$ cat src/rtl/i2c_cseq_pkg.sv
package i2c_cseq_pkg;

  typedef enum logic [2:0] {
    ST_IDLE   = 3'd0,
    ST_PREP   = 3'd1,
    ST_HOLD   = 3'd2,
    ST_OWN    = 3'd3,
    ST_RS_SDA = 3'd4,
    ST_P_LOW  = 3'd5,
    ST_P_CLK  = 3'd6,
    ST_P_REL  = 3'd7
  } cseq_state_e;

  // SCL is pulled low while the block owns the clock
  function automatic logic scl_pull(input cseq_state_e s);
    return (s == ST_OWN) || (s == ST_RS_SDA) || (s == ST_P_LOW);
  endfunction

  // SDA is pulled low from the START edge until the STOP edge
  function automatic logic sda_pull(input cseq_state_e s);
    return (s == ST_HOLD) || (s == ST_OWN) || (s == ST_P_LOW) || (s == ST_P_CLK);
  endfunction

  function automatic logic timed_phase(input cseq_state_e s);
    return (s != ST_IDLE) && (s != ST_OWN);
  endfunction

endpackage

$ cat src/rtl/i2c_line_sync.sv
module i2c_line_sync #(
  parameter int STAGES = 2
) (
  input  logic clk,
  input  logic rst_n,
  input  logic scl_in,
  input  logic sda_in,
  output logic scl_s,
  output logic sda_s,
  output logic start_det,
  output logic stop_det
);

  logic [STAGES-1:0] scl_ff;
  logic [STAGES-1:0] sda_ff;
  logic              scl_prev;
  logic              sda_prev;

  genvar g;
  generate
    for (g = 0; g < STAGES; g++) begin : g_stage
      if (g == 0) begin : g_first
        always_ff @(posedge clk or negedge rst_n) begin
          if (!rst_n) begin
            scl_ff[0] <= 1'b1;
            sda_ff[0] <= 1'b1;
          end else begin
            scl_ff[0] <= scl_in;
            sda_ff[0] <= sda_in;
          end
        end
      end else begin : g_next
        always_ff @(posedge clk or negedge rst_n) begin
          if (!rst_n) begin
            scl_ff[g] <= 1'b1;
            sda_ff[g] <= 1'b1;
          end else begin
            scl_ff[g] <= scl_ff[g-1];
            sda_ff[g] <= sda_ff[g-1];
          end
        end
      end
    end
  endgenerate

  assign scl_s = scl_ff[STAGES-1];
  assign sda_s = sda_ff[STAGES-1];

  always_ff @(posedge clk or negedge rst_n) begin
    if (!rst_n) begin
      scl_prev <= 1'b1;
      sda_prev <= 1'b1;
    end else begin
      scl_prev <= scl_s;
      sda_prev <= sda_s;
    end
  end

  // data edge while the clock stays high in both samples
  assign start_det = scl_s & scl_prev &  sda_prev & ~sda_s;
  assign stop_det  = scl_s & scl_prev & ~sda_prev &  sda_s;

endmodule

$ cat src/rtl/i2c_busy_track.sv
module i2c_busy_track (
  input  logic clk,
  input  logic rst_n,
  input  logic start_det,
  input  logic stop_det,
  output logic busy
);

  logic busy_q;
  logic busy_d;

  always_comb begin
    busy_d = busy_q;
    if (start_det) busy_d = 1'b1;
    else if (stop_det) busy_d = 1'b0;
  end

  always_ff @(posedge clk or negedge rst_n) begin
    if (!rst_n) busy_q <= 1'b0;
    else        busy_q <= busy_d;
  end

  assign busy = busy_q;

  assert_busy_set_R4: assert property (@(posedge clk) disable iff (!rst_n)
    start_det |=> busy);
  assert_busy_clear_R4: assert property (@(posedge clk) disable iff (!rst_n)
    stop_det |=> !busy);

endmodule

$ cat src/rtl/i2c_half_timer.sv
module i2c_half_timer #(
  parameter int W = 8
) (
  input  logic         clk,
  input  logic         rst_n,
  input  logic         clr,
  input  logic         run,
  input  logic [W-1:0] limit,
  output logic         expired
);

  logic [W-1:0] cnt_q;
  logic [W-1:0] cnt_d;
  logic         at_limit;

  assign at_limit = (cnt_q == limit);
  assign expired  = run & at_limit;

  always_comb begin
    cnt_d = cnt_q;
    if (clr)                  cnt_d = '0;
    else if (run && !at_limit) cnt_d = cnt_q + 1'b1;
  end

  always_ff @(posedge clk or negedge rst_n) begin
    if (!rst_n) cnt_q <= '0;
    else        cnt_q <= cnt_d;
  end

  assert_timer_restart_R1: assert property (@(posedge clk) disable iff (!rst_n)
    clr |=> (cnt_q == '0));
  assert_timer_frozen_R8: assert property (@(posedge clk) disable iff (!rst_n)
    (!run && !clr) |=> $stable(cnt_q));

endmodule

$ cat src/rtl/i2c_cond_fsm.sv
module i2c_cond_fsm
  import i2c_cseq_pkg::*;
(
  input  logic clk,
  input  logic rst_n,
  input  logic master_en,
  input  logic start_pend,
  input  logic stop_pend,
  input  logic busy,
  input  logic scl_s,
  input  logic tmr_exp,
  output logic tmr_clr,
  output logic tmr_run,
  output logic fin_start,
  output logic fin_stop,
  output logic scl_drv_n,
  output logic sda_drv_n
);

  cseq_state_e state_q;
  cseq_state_e state_d;
  logic        scl_rel_q;
  logic        sda_rel_q;

  always_comb begin
    state_d   = state_q;
    fin_start = 1'b0;
    fin_stop  = 1'b0;
    case (state_q)
      ST_IDLE:   if (start_pend && master_en && !busy) state_d = ST_PREP;
      ST_PREP:   if (tmr_exp) state_d = ST_HOLD;
      ST_HOLD:   if (tmr_exp) begin
                   state_d   = ST_OWN;
                   fin_start = 1'b1;
                 end
      ST_OWN:    if (stop_pend) state_d = ST_P_LOW;
                 else if (start_pend && master_en) state_d = ST_RS_SDA;
      ST_RS_SDA: if (tmr_exp) state_d = ST_PREP;
      ST_P_LOW:  if (tmr_exp) state_d = ST_P_CLK;
      ST_P_CLK:  if (tmr_exp) state_d = ST_P_REL;
      ST_P_REL:  if (tmr_exp) begin
                   state_d  = ST_IDLE;
                   fin_stop = 1'b1;
                 end
      default:   state_d = ST_IDLE;
    endcase
  end

  always_ff @(posedge clk or negedge rst_n) begin
    if (!rst_n) begin
      state_q   <= ST_IDLE;
      scl_rel_q <= 1'b1;
      sda_rel_q <= 1'b1;
    end else begin
      state_q   <= state_d;
      scl_rel_q <= ~scl_pull(state_d);
      sda_rel_q <= ~sda_pull(state_d);
    end
  end

  // a released clock only counts once the bus reads it high
  assign tmr_run   = timed_phase(state_q) && (scl_rel_q ? scl_s : 1'b1);
  assign tmr_clr   = (state_d != state_q);
  assign scl_drv_n = scl_rel_q;
  assign sda_drv_n = sda_rel_q;

  assert_sda_moves_low_clk_R3: assert property (@(posedge clk) disable iff (!rst_n)
    (scl_drv_n && $past(scl_drv_n) && (sda_drv_n != $past(sda_drv_n)))
      |-> (($fell(sda_drv_n) && start_pend) || ($rose(sda_drv_n) && stop_pend)));
  assert_idle_needs_master_R2: assert property (@(posedge clk) disable iff (!rst_n)
    (state_q == ST_IDLE && !master_en) |=> (state_q == ST_IDLE));
  assert_stretch_holds_R8: assert property (@(posedge clk) disable iff (!rst_n)
    (scl_drv_n && state_q != ST_IDLE && !scl_s) |=> $stable(state_q));
  assert_idle_waits_busy_R5: assert property (@(posedge clk) disable iff (!rst_n)
    (state_q == ST_IDLE && busy) |=> (scl_drv_n && sda_drv_n));

endmodule

$ cat src/rtl/i2c_cond_seq.sv
module i2c_cond_seq #(
  parameter int DIV_W     = 8,
  parameter int SYNC_FLOP = 2
) (
  input  logic             clk,
  input  logic             rst_n,
  input  logic [DIV_W-1:0] div_half,
  input  logic             master_en,
  input  logic             set_start,
  input  logic             set_stop,
  input  logic             scl_in,
  input  logic             sda_in,
  output logic             scl_drv_n,
  output logic             sda_drv_n,
  output logic             start_pend,
  output logic             stop_pend,
  output logic             busy,
  output logic             done
);

  logic scl_s, sda_s, start_det, stop_det;
  logic tmr_clr, tmr_run, tmr_exp;
  logic fin_start, fin_stop;
  logic start_q, start_d, stop_q, stop_d, done_q;

  i2c_line_sync #(.STAGES(SYNC_FLOP)) u_sync (
    .clk(clk), .rst_n(rst_n), .scl_in(scl_in), .sda_in(sda_in),
    .scl_s(scl_s), .sda_s(sda_s), .start_det(start_det), .stop_det(stop_det)
  );

  i2c_busy_track u_busy (
    .clk(clk), .rst_n(rst_n), .start_det(start_det), .stop_det(stop_det),
    .busy(busy)
  );

  i2c_half_timer #(.W(DIV_W)) u_tmr (
    .clk(clk), .rst_n(rst_n), .clr(tmr_clr), .run(tmr_run),
    .limit(div_half), .expired(tmr_exp)
  );

  i2c_cond_fsm u_fsm (
    .clk(clk), .rst_n(rst_n), .master_en(master_en),
    .start_pend(start_q), .stop_pend(stop_q), .busy(busy),
    .scl_s(scl_s), .tmr_exp(tmr_exp), .tmr_clr(tmr_clr), .tmr_run(tmr_run),
    .fin_start(fin_start), .fin_stop(fin_stop),
    .scl_drv_n(scl_drv_n), .sda_drv_n(sda_drv_n)
  );

  always_comb begin
    start_d = start_q;
    stop_d  = stop_q;
    if (set_start)      start_d = 1'b1;
    else if (fin_start) start_d = 1'b0;
    if (set_stop)       stop_d  = 1'b1;
    else if (fin_stop)  stop_d  = 1'b0;
  end

  always_ff @(posedge clk or negedge rst_n) begin
    if (!rst_n) begin
      start_q <= 1'b0;
      stop_q  <= 1'b0;
      done_q  <= 1'b0;
    end else begin
      start_q <= start_d;
      stop_q  <= stop_d;
      done_q  <= fin_start | fin_stop;
    end
  end

  assign start_pend = start_q;
  assign stop_pend  = stop_q;
  assign done       = done_q;

  assert_done_single_R9: assert property (@(posedge clk) disable iff (!rst_n)
    done |=> !done);
  assert_start_clear_done_R9: assert property (@(posedge clk) disable iff (!rst_n)
    $fell(start_pend) |-> done);
  assert_stop_clear_done_R9: assert property (@(posedge clk) disable iff (!rst_n)
    $fell(stop_pend) |-> done);
  assert_start_edge_master_R2: assert property (@(posedge clk) disable iff (!rst_n)
    ($fell(sda_drv_n) && scl_drv_n) |-> $past(master_en));

endmodule

$ cat config.mk
export PLATFORM = sky130hd
export DESIGN_NAME = i2c_cond_seq
export DESIGN_NICKNAME = d
export VERILOG_FILES = /design/src/rtl/i2c_cseq_pkg.sv /design/src/rtl/i2c_line_sync.sv /design/src/rtl/i2c_busy_track.sv /design/src/rtl/i2c_half_timer.sv /design/src/rtl/i2c_cond_fsm.sv /design/src/rtl/i2c_cond_seq.sv
export SDC_FILE = /design/constraint.sdc
export NUM_CORES = 1
export LEC_CHECK = 0
export CAP_MARGIN = 10
export CORE_ASPECT_RATIO = 1.75
export CORE_UTILIZATION = 46
export CTS_CLUSTER_DIAMETER = 40
export DETAILED_ROUTE_END_ITERATION = 16
export GPL_TIMING_DRIVEN = 1
export PLACE_DENSITY_LB_ADDON = 0.1
export SKIP_LAST_GASP = 1
export SLEW_MARGIN = 20
export SYNTH_ARGS = -nofsm -noshare
export SYNTH_HDL_FRONTEND = slang
export SYNTH_SLANG_ARGS = --single-unit
$ cat constraint.sdc
create_clock -name clk -period 1.6 [get_ports clk]
set_input_delay 0.24 -clock clk [delete_from_list [all_inputs] [get_ports clk]]
set_output_delay 0.24 -clock clk [all_outputs]
set_load 0.05 [all_outputs]
==> results of run 1 <==
-- report_power, final --
| part | total, mW | switching, mW | internal [mW] |
|---|---|---|---|
| registers | 0.871 | 0.126 | 0.745 |
| clock network | 0.382 | 0.205 | 0.177 |
| logic | 1.42 | 0.683 | 0.742 |
-- timing repair --
item                       CTS  global route
gates resized for setup      8            26
setup buffers                1             6
pin swaps                    5            21
hold endpoints to repair     0             0
setup endpoints to repair   16            16
-- cell type report --
cell class,instances,area [µm²]
flip-flops and latches,23,587
clock buffers,3,41.3
fillers,152,515
multi-input cells,87,677
well taps,25,31.3
clock inverters,1,7.51
inverters,2,7.51
repair buffers,52,464
-- cell families (layout without fill, tap and decap cells) --
logic type,Yosys count,in the layout,share of synthesized area (%)
simple gates,47,47,20.8
compound gates,23,23,13.3
flops,23,23,50.4
xor+xnor,15,15,11.3
buf+inv,6,58,2.26
fa+ha+maj,1,1,1.08
mux,1,1,0.861
-- how the worst max path moves through the flow --
stage                     start              end  slack (ns)  depth (start not counted)
2_1_floorplan  u_fsm.state_q[1]  u_fsm.scl_drv_n       -0.13                          6
3_3_place_gp        div_half[7]       start_pend       -0.51                          6
3_5_place_dp        div_half[7]  u_fsm.scl_drv_n       -0.56                          8
4_1_cts        u_fsm.state_q[1]  u_fsm.scl_drv_n       -0.23                          6
5_1_grt          u_tmr.cnt_q[6]  u_fsm.sda_drv_n       -0.50                          7
6_report         u_tmr.cnt_q[6]  u_fsm.sda_drv_n       -0.43                          7
-- flip-flops by register name (all words and copies together) (netlist names) --
register / flops
u_sync.scl_prev: 1
u_sync.sda_s: 1
stop_pend: 1
u_fsm.sda_drv_n: 1
done: 1
u_sync.scl_s: 1
u_tmr.cnt_q: 8
u_fsm.state_q: 3
u_sync.sda_ff: 1
u_sync.sda_prev: 1
u_fsm.scl_drv_n: 1
u_sync.scl_ff: 1
start_pend: 1
u_busy.busy: 1
-- per-stage QoR --
stage	util, %	setup TNS, ns	worst slack (ns)
final	77.9	-3.10	-0.425
after detailed placement	68.4	-6.71	-0.557
after floorplan	-	-0.753	-0.131
after CTS	71.8	-1.65	-0.226
after global placement	68.4	-6.54	-0.508
after global routing	77.9	-4.28	-0.497
-- layer usage --
| metal | up-vias | share of wire [%] | global-route usage, % |
|---|---|---|---|
| li1 | 510 | - | - |
| met1 | 534 | 33 | 26.2 |
| met2 | 41 | 58 | 43.5 |
| met3 | 15 | 3.7 | 3.21 |
| met4 | 0 | 5.4 | 15.5 |
| met5 | - | 0 | 0 |
-- worst max-delay path: cells and delay by family, from the launching register on --
kind / cells / cell delay, ns
AOI/OAI and AO/OA: 4 / 0.93
DFF: 1 / 0.41
xor gates and xnor gates: 1 / 0.20
and+or+nand+nor: 1 / 0.20
buffers and inverters: 1 / 0.19
-- cells in the final DEF (no fill, tap or decap), types with 2 or more instances in the layout --
cell type / n
nand2_1: 10
buf_4: 34
nand2b_1: 3
xor2_1: 3
nor2_1: 8
dfrtp_1: 14
nor2_2: 3
nand4_1: 6
dlymetal6s2s_1: 2
xnor2_2: 2
a21oi_2: 2
buf_12: 2
or3_4: 2
nand3_2: 2
xnor2_1: 8
clkdlybuf4s50_1: 10
nor2_4: 2
o21ai_0: 5
dlygate4sd2_1: 2
a21oi_1: 3
a21o_1: 2
xor2_2: 2
clkbuf_8: 3
nor3_1: 2
dfstp_2: 8
and3_1: 2
==> impl_metrics.tcl, run 1 <==
set metrics [dict create \
    grt_pass1_wl_um 4580 \
    clockRootBuffer "clkbuf_8" \
    ios 21 \
    status "finished with violations" \
    cts.path.max_buffers 2 \
    final_nets 185 \
    ir_worst_vdd_v 0.00111 \
    ant_nets 0 \
    yosysMostFrequentCell "dfrtp_1" \
    place_hpwl_um 2140 \
    synth_top_area_share_pct 32.3 \
    grt_max_degree 24 \
    track_usage_pct 24.9 \
    cts_buffers 3 \
    maxSlewViolCount 0 \
    rows 23 \
    hold_path_class "primary input to asynchronous set/reset pin" \
    drive_above_1_share_pct 44.6 \
    finalSetupViolCount 16 \
    netlist_instances 116 \
    cp-start-kind "register" \
    critPathArrivalTime_ns 2.21 \
    fin_crit_sh_pct 127 \
    synth_edf_count 0 \
    clock_sinks 23 \
    violations "setup timing" \
    grt_pass1_vias 1006 \
    synth_flop_cell "dfrtp_1" \
    syn_nets 132 \
    hold_viol 0 \
    post-route-min-period_ns 2.03 \
    overflow 0 \
    yosys.area.top_type "dfrtp_1" \
    firstDrtPassIters 4 \
    wl_per_cell_um 17.6 \
    path_max_fanout 3 \
    numPortBuffers 20 \
    final_cells 193 \
    critical_path_class "register to register" \
    clock_skew_ns 0.00278 \
    rr_startpoint "u_tmr.cnt_q[6]" \
    synthDistinctLibCells 39 \
    yosys_warnings 0 \
    crit_path_end_kind "register" \
    cp_slowest_cell "dfrtp_1" \
    cts_tree "done" \
    slowest_delay_ns 0.41 \
    synth-async-reset-ratio_pct 100 \
    totalWireLength_um 3390 \
    vias 1100 \
    totalPowerFinal_mw 2.68 \
    rsz0062_at_grt "yes" \
    avgSynthCellArea_um2 10.0 \
    core_um2 2330 \
    ys_ff_latch 23 \
    vias_per_cell 5.70 \
    fmax_mhz 494 \
    antenna_found_initial 0 \
    place_congestion 0.804 \
    reg2reg_slack_ns -0.43 \
    max_slew_margin_pct 79.7 \
    chipWidth_um 40 \
    synth_area_leaders "dfrtp_1 (32%), dfstp_2 (18%), xnor2_1 (7.5%), nor2_1 (4.2%), xor2_1 (3.8%)" \
    synth-seq-area-share_pct 50.4 \
    cap_violations 0 \
    synthTopCellsByCount "dfrtp_1 (15), nor2_1 (13), nand2_1 (10), xnor2_1 (10), dfstp_2 (8)" \
    reg2reg_depth 7 \
    worst_hold_slack_ns 0.308 \
    powerDensity_nw_per_um2 1480 \
    dieArea_um2 2740 \
    dp.cells 184 \
    final_area_um2 1820 \
    worst_slack_ns -0.425 \
    clkLatencyLatePin_ns 0.27 \
    total_leakage_power_nw 0.762 \
    hold_buffers 0 \
    timing.rr.end "u_fsm.sda_drv_n" \
    drt_iter0_markers 18 \
    cp.required_ns 1.78 \
    die-height_um 68.5 \
    drc 0 \
    tightest_slew_ns 0.305 \
    path_cells "xnor2_1 > nand4_1 > buf_4 > o31a_1 > a311oi_2 > a21oi_1 > a211oi_1" \
    h-tree-depth 1 \
    area_delta_synth_final_pct 56.2 \
    antennaDiodeCount 0 \
    place_area_um2 1590 \
    synth_area_um2 1160 \
    initial_utilization_pct 49.9 \
    clk_pin_slew_ns 0.09 \
]
Note: power is estimated with default switching activity, not from simulation.
==> run 2: changes to the inputs <==
--- a/config.mk
+++ b/config.mk
@@ -6,12 +6,13 @@
 export NUM_CORES = 1
 export LEC_CHECK = 0
 export CAP_MARGIN = 10
-export CORE_ASPECT_RATIO = 1.75
+export CORE_ASPECT_RATIO = 0.8
 export CORE_UTILIZATION = 46
 export CTS_CLUSTER_DIAMETER = 40
 export DETAILED_ROUTE_END_ITERATION = 16
 export GPL_TIMING_DRIVEN = 1
 export PLACE_DENSITY_LB_ADDON = 0.1
+export REMOVE_ABC_BUFFERS = 1
 export SKIP_LAST_GASP = 1
 export SLEW_MARGIN = 20
 export SYNTH_ARGS = -nofsm -noshare
==> run 2 against run 1 <==
  * Die area is 0.25% lower
  * Routed wire length shrank 17%
  * Clock power is 24% lower
  * Critical endpoint is now u_fsm.scl_drv_n
  * Worst setup slack improved by 0.13 ns
  * Hold slack got worse by 0.065 ns
  * Final area is 2.5% lower
  * Combinational power about the same
  * Total power shrank 4.7%
  * The flow still finishes with violations (setup timing)
  * Fmax up 6.8%
  * Sequential share of layout area up 0.75 points
  * Register-to-register slack better by 0.13 ns
  * Critical path depth fell by 1
==> impl_metrics.tcl, run 2 (synthesis results as in run 1) <==
set metrics [dict create \
    status "finished with violations" \
    violations "setup timing" \
    path_buf_inv 0 \
    clock_sinks 23 \
    rows 15 \
    power_frac_seq_pct 33.8 \
    antenna_found_initial 0 \
    cp-start-kind "register" \
    fmax_mhz 527 \
    post-route-min-period_ns 1.90 \
    final_common_cell "buf_4" \
    worst_path_most_repeated_cell "a21oi_2" \
    clockRootBuffer "clkbuf_4" \
    power_frac_clock_pct 11.4 \
    max_slew_margin_pct 78.8 \
    place_hpwl_um 1960 \
    firstDrtPassIters 4 \
    p_sw_mw 0.965 \
    timing.rr.end "u_fsm.scl_drv_n" \
    initial_utilization_pct 51.2 \
    final_area_um2 1770 \
    grt_pass1_wl_um 4570 \
    final_nets 187 \
    cts.path.max_buffers 2 \
    rr_startpoint "u_fsm.state_q[1]" \
    dieArea_um2 2730 \
    h-tree-depth 1 \
    final_cell_mix "buf_4 (34), dfrtp_1 (15), clkdlybuf4s50_1 (14)" \
    cp.required_ns 1.86 \
    area_delta_synth_final_pct 52.3 \
    regMostFlops "u_tmr.cnt_q" \
    fin_crit_sh_pct 119 \
    vias 1055 \
    totalPowerFinal_mw 2.55 \
    critical_path_depth 6 \
    crit_path_start "u_fsm.state_q[1]" \
    hold_viol 0 \
    largest_reg_flops 8 \
    internal-power_mw 1.59 \
    crit_end "u_fsm.scl_drv_n" \
    maxSlewViolCount 0 \
    critPathArrivalTime_ns 2.16 \
    reg2reg_depth 6 \
    reg2reg_slack_ns -0.30 \
    crit_family "simple AND/OR/NAND/NOR gates" \
    final_cells 204 \
    track_usage_pct 23.2 \
    grt_pass1_vias 1018 \
    cp_slowest_cell "dfrtp_1" \
    clkLatencyLatePin_ns 0.33 \
    ant_nets 0 \
    finalSetupViolCount 16 \
    cap_violations 0 \
    clock_skew_ns 0.00741 \
    clk_pin_slew_ns 0.14 \
    critical_path_class "register to register" \
    dp.cells 193 \
    antennaDiodeCount 0 \
    swShare_pct 37.8 \
    rsz0062_at_grt "yes" \
    die-height_um 47.0 \
    cts_buffers 3 \
    ios 21 \
    numPortBuffers 20 \
    totalWireLength_um 2810 \
    fillers 155 \
    grt_max_degree 24 \
    drc 0 \
    powerDensity_nw_per_um2 1440 \
    worst_slack_ns -0.297 \
    overflow 0 \
    reg_top3 "u_tmr.cnt_q: 8 flops, u_fsm.state_q: 3 flops" \
    chipWidth_um 58.2 \
    place_area_um2 1600 \
    drt_iter0_markers 18 \
    path_cells "and2b_1 > o32ai_2 > or3_4 > or3b_1 > a21oi_2 > a21oi_2" \
    crit_path_end_kind "register" \
    place_congestion 0.918 \
    tightest_slew_ns 0.318 \
    drive_above_1_share_pct 40.0 \
    vias_per_cell 5.17 \
    core_um2 2270 \
    ir_worst_vdd_v 0.00106 \
    cts_tree "done" \
    path_max_fanout 3 \
    hold_path_class "primary input to asynchronous set/reset pin" \
    p_comb_share_pct 54.8 \
    wl_per_cell_um 13.8 \
    slowest_delay_ns 0.44 \
    total_leakage_power_nw 0.742 \
]
## run 2: changes by cell type in the layout (fill, tap and decap cells not counted), sizes merged
cell,before,now
dlygate4sd2,2,0
dlymetal6s2s,2,0
buf,38,40
clkdlybuf4s50,10,14
## run 2: area by class of cell
| type | instances | area [µm²] | share of cell area [%] |
|---|---|---|---|
| inverters | 2 | 7.51 | 0.424 |
| flip-flops and latches | 23 | 586 | 33.1 |
| multi-input cells | 87 | 624 | 35.3 |
| repair buffers | 54 | 480 | 27.1 |
| clock buffers | 3 | 22.5 | 1.27 |
| clock inverters | 1 | 7.51 | 0.424 |
| well taps | 34 | 42.5 | 2.40 |
## run 2: worst min-delay path by stage
| stage | end | from | cells after the start | slack, ns |
|---|---|---|---|---|
| after floorplan | done | rst_n | 0 | -0.06 |
| after global placement | u_sync.scl_s | u_sync.scl_ff[0] | 0 | 0.35 |
| after detailed placement | u_sync.sda_s | u_sync.sda_ff[0] | 0 | 0.35 |
| after CTS | start_pend | rst_n | 2 | 0.25 |
| after global routing | start_pend | rst_n | 2 | 0.27 |
| final | start_pend | rst_n | 2 | 0.24 |
## run 2: what timing repair did
action	4_1_cts	5_1_grt
resized for setup	14	6
setup endpoints to repair	16	16
buffers inserted	8	0
pin swaps	14	8
hold buffers	0	0
## run 2: worst register-to-register path, delay by kind of cell (launching register included)
family	cells	cell delay (ns)
AO/OA/AOI/OAI	3	0.37
flip-flops	1	0.44
AND/OR/NAND/NOR	3	1.03
## run 2: power by group through the flow
stage	Clock, mW	Sequential (mW)	Combinational, mW
6_report	0.291	0.862	1.40
5_1_grt	0.324	0.872	1.50
4_1_cts	0.296	0.854	1.36
3_5_place_dp	0	0.867	1.15
3_3_place_gp	0	0.862	1.12
2_1_floorplan	0	0.994	0.474
## run 2: metal layers
metal / up-vias / global-route usage (%) / share of wire, %
met2: 29 / 39.5 / 47
li1: 517 / - / -
met3: 4 / 6.61 / 4.6
met1: 505 / 30.3 / 47
met4: 0 / 4.76 / 1.0
met5: - / 0 / 0
## run 2: stage by stage
stage	utilization, %	setup WS (ns)	hold WS (ns)	setup TNS, ns
2_1_floorplan	-	-0.267	-0.0556	-1.48
3_3_place_gp	70.4	-0.514	0.347	-6.48
3_5_place_dp	70.4	-0.593	0.351	-7.33
4_1_cts	77.2	-0.248	0.247	-2.09
5_1_grt	78.0	-0.356	0.268	-3.71
6_report	78.0	-0.297	0.244	-2.85
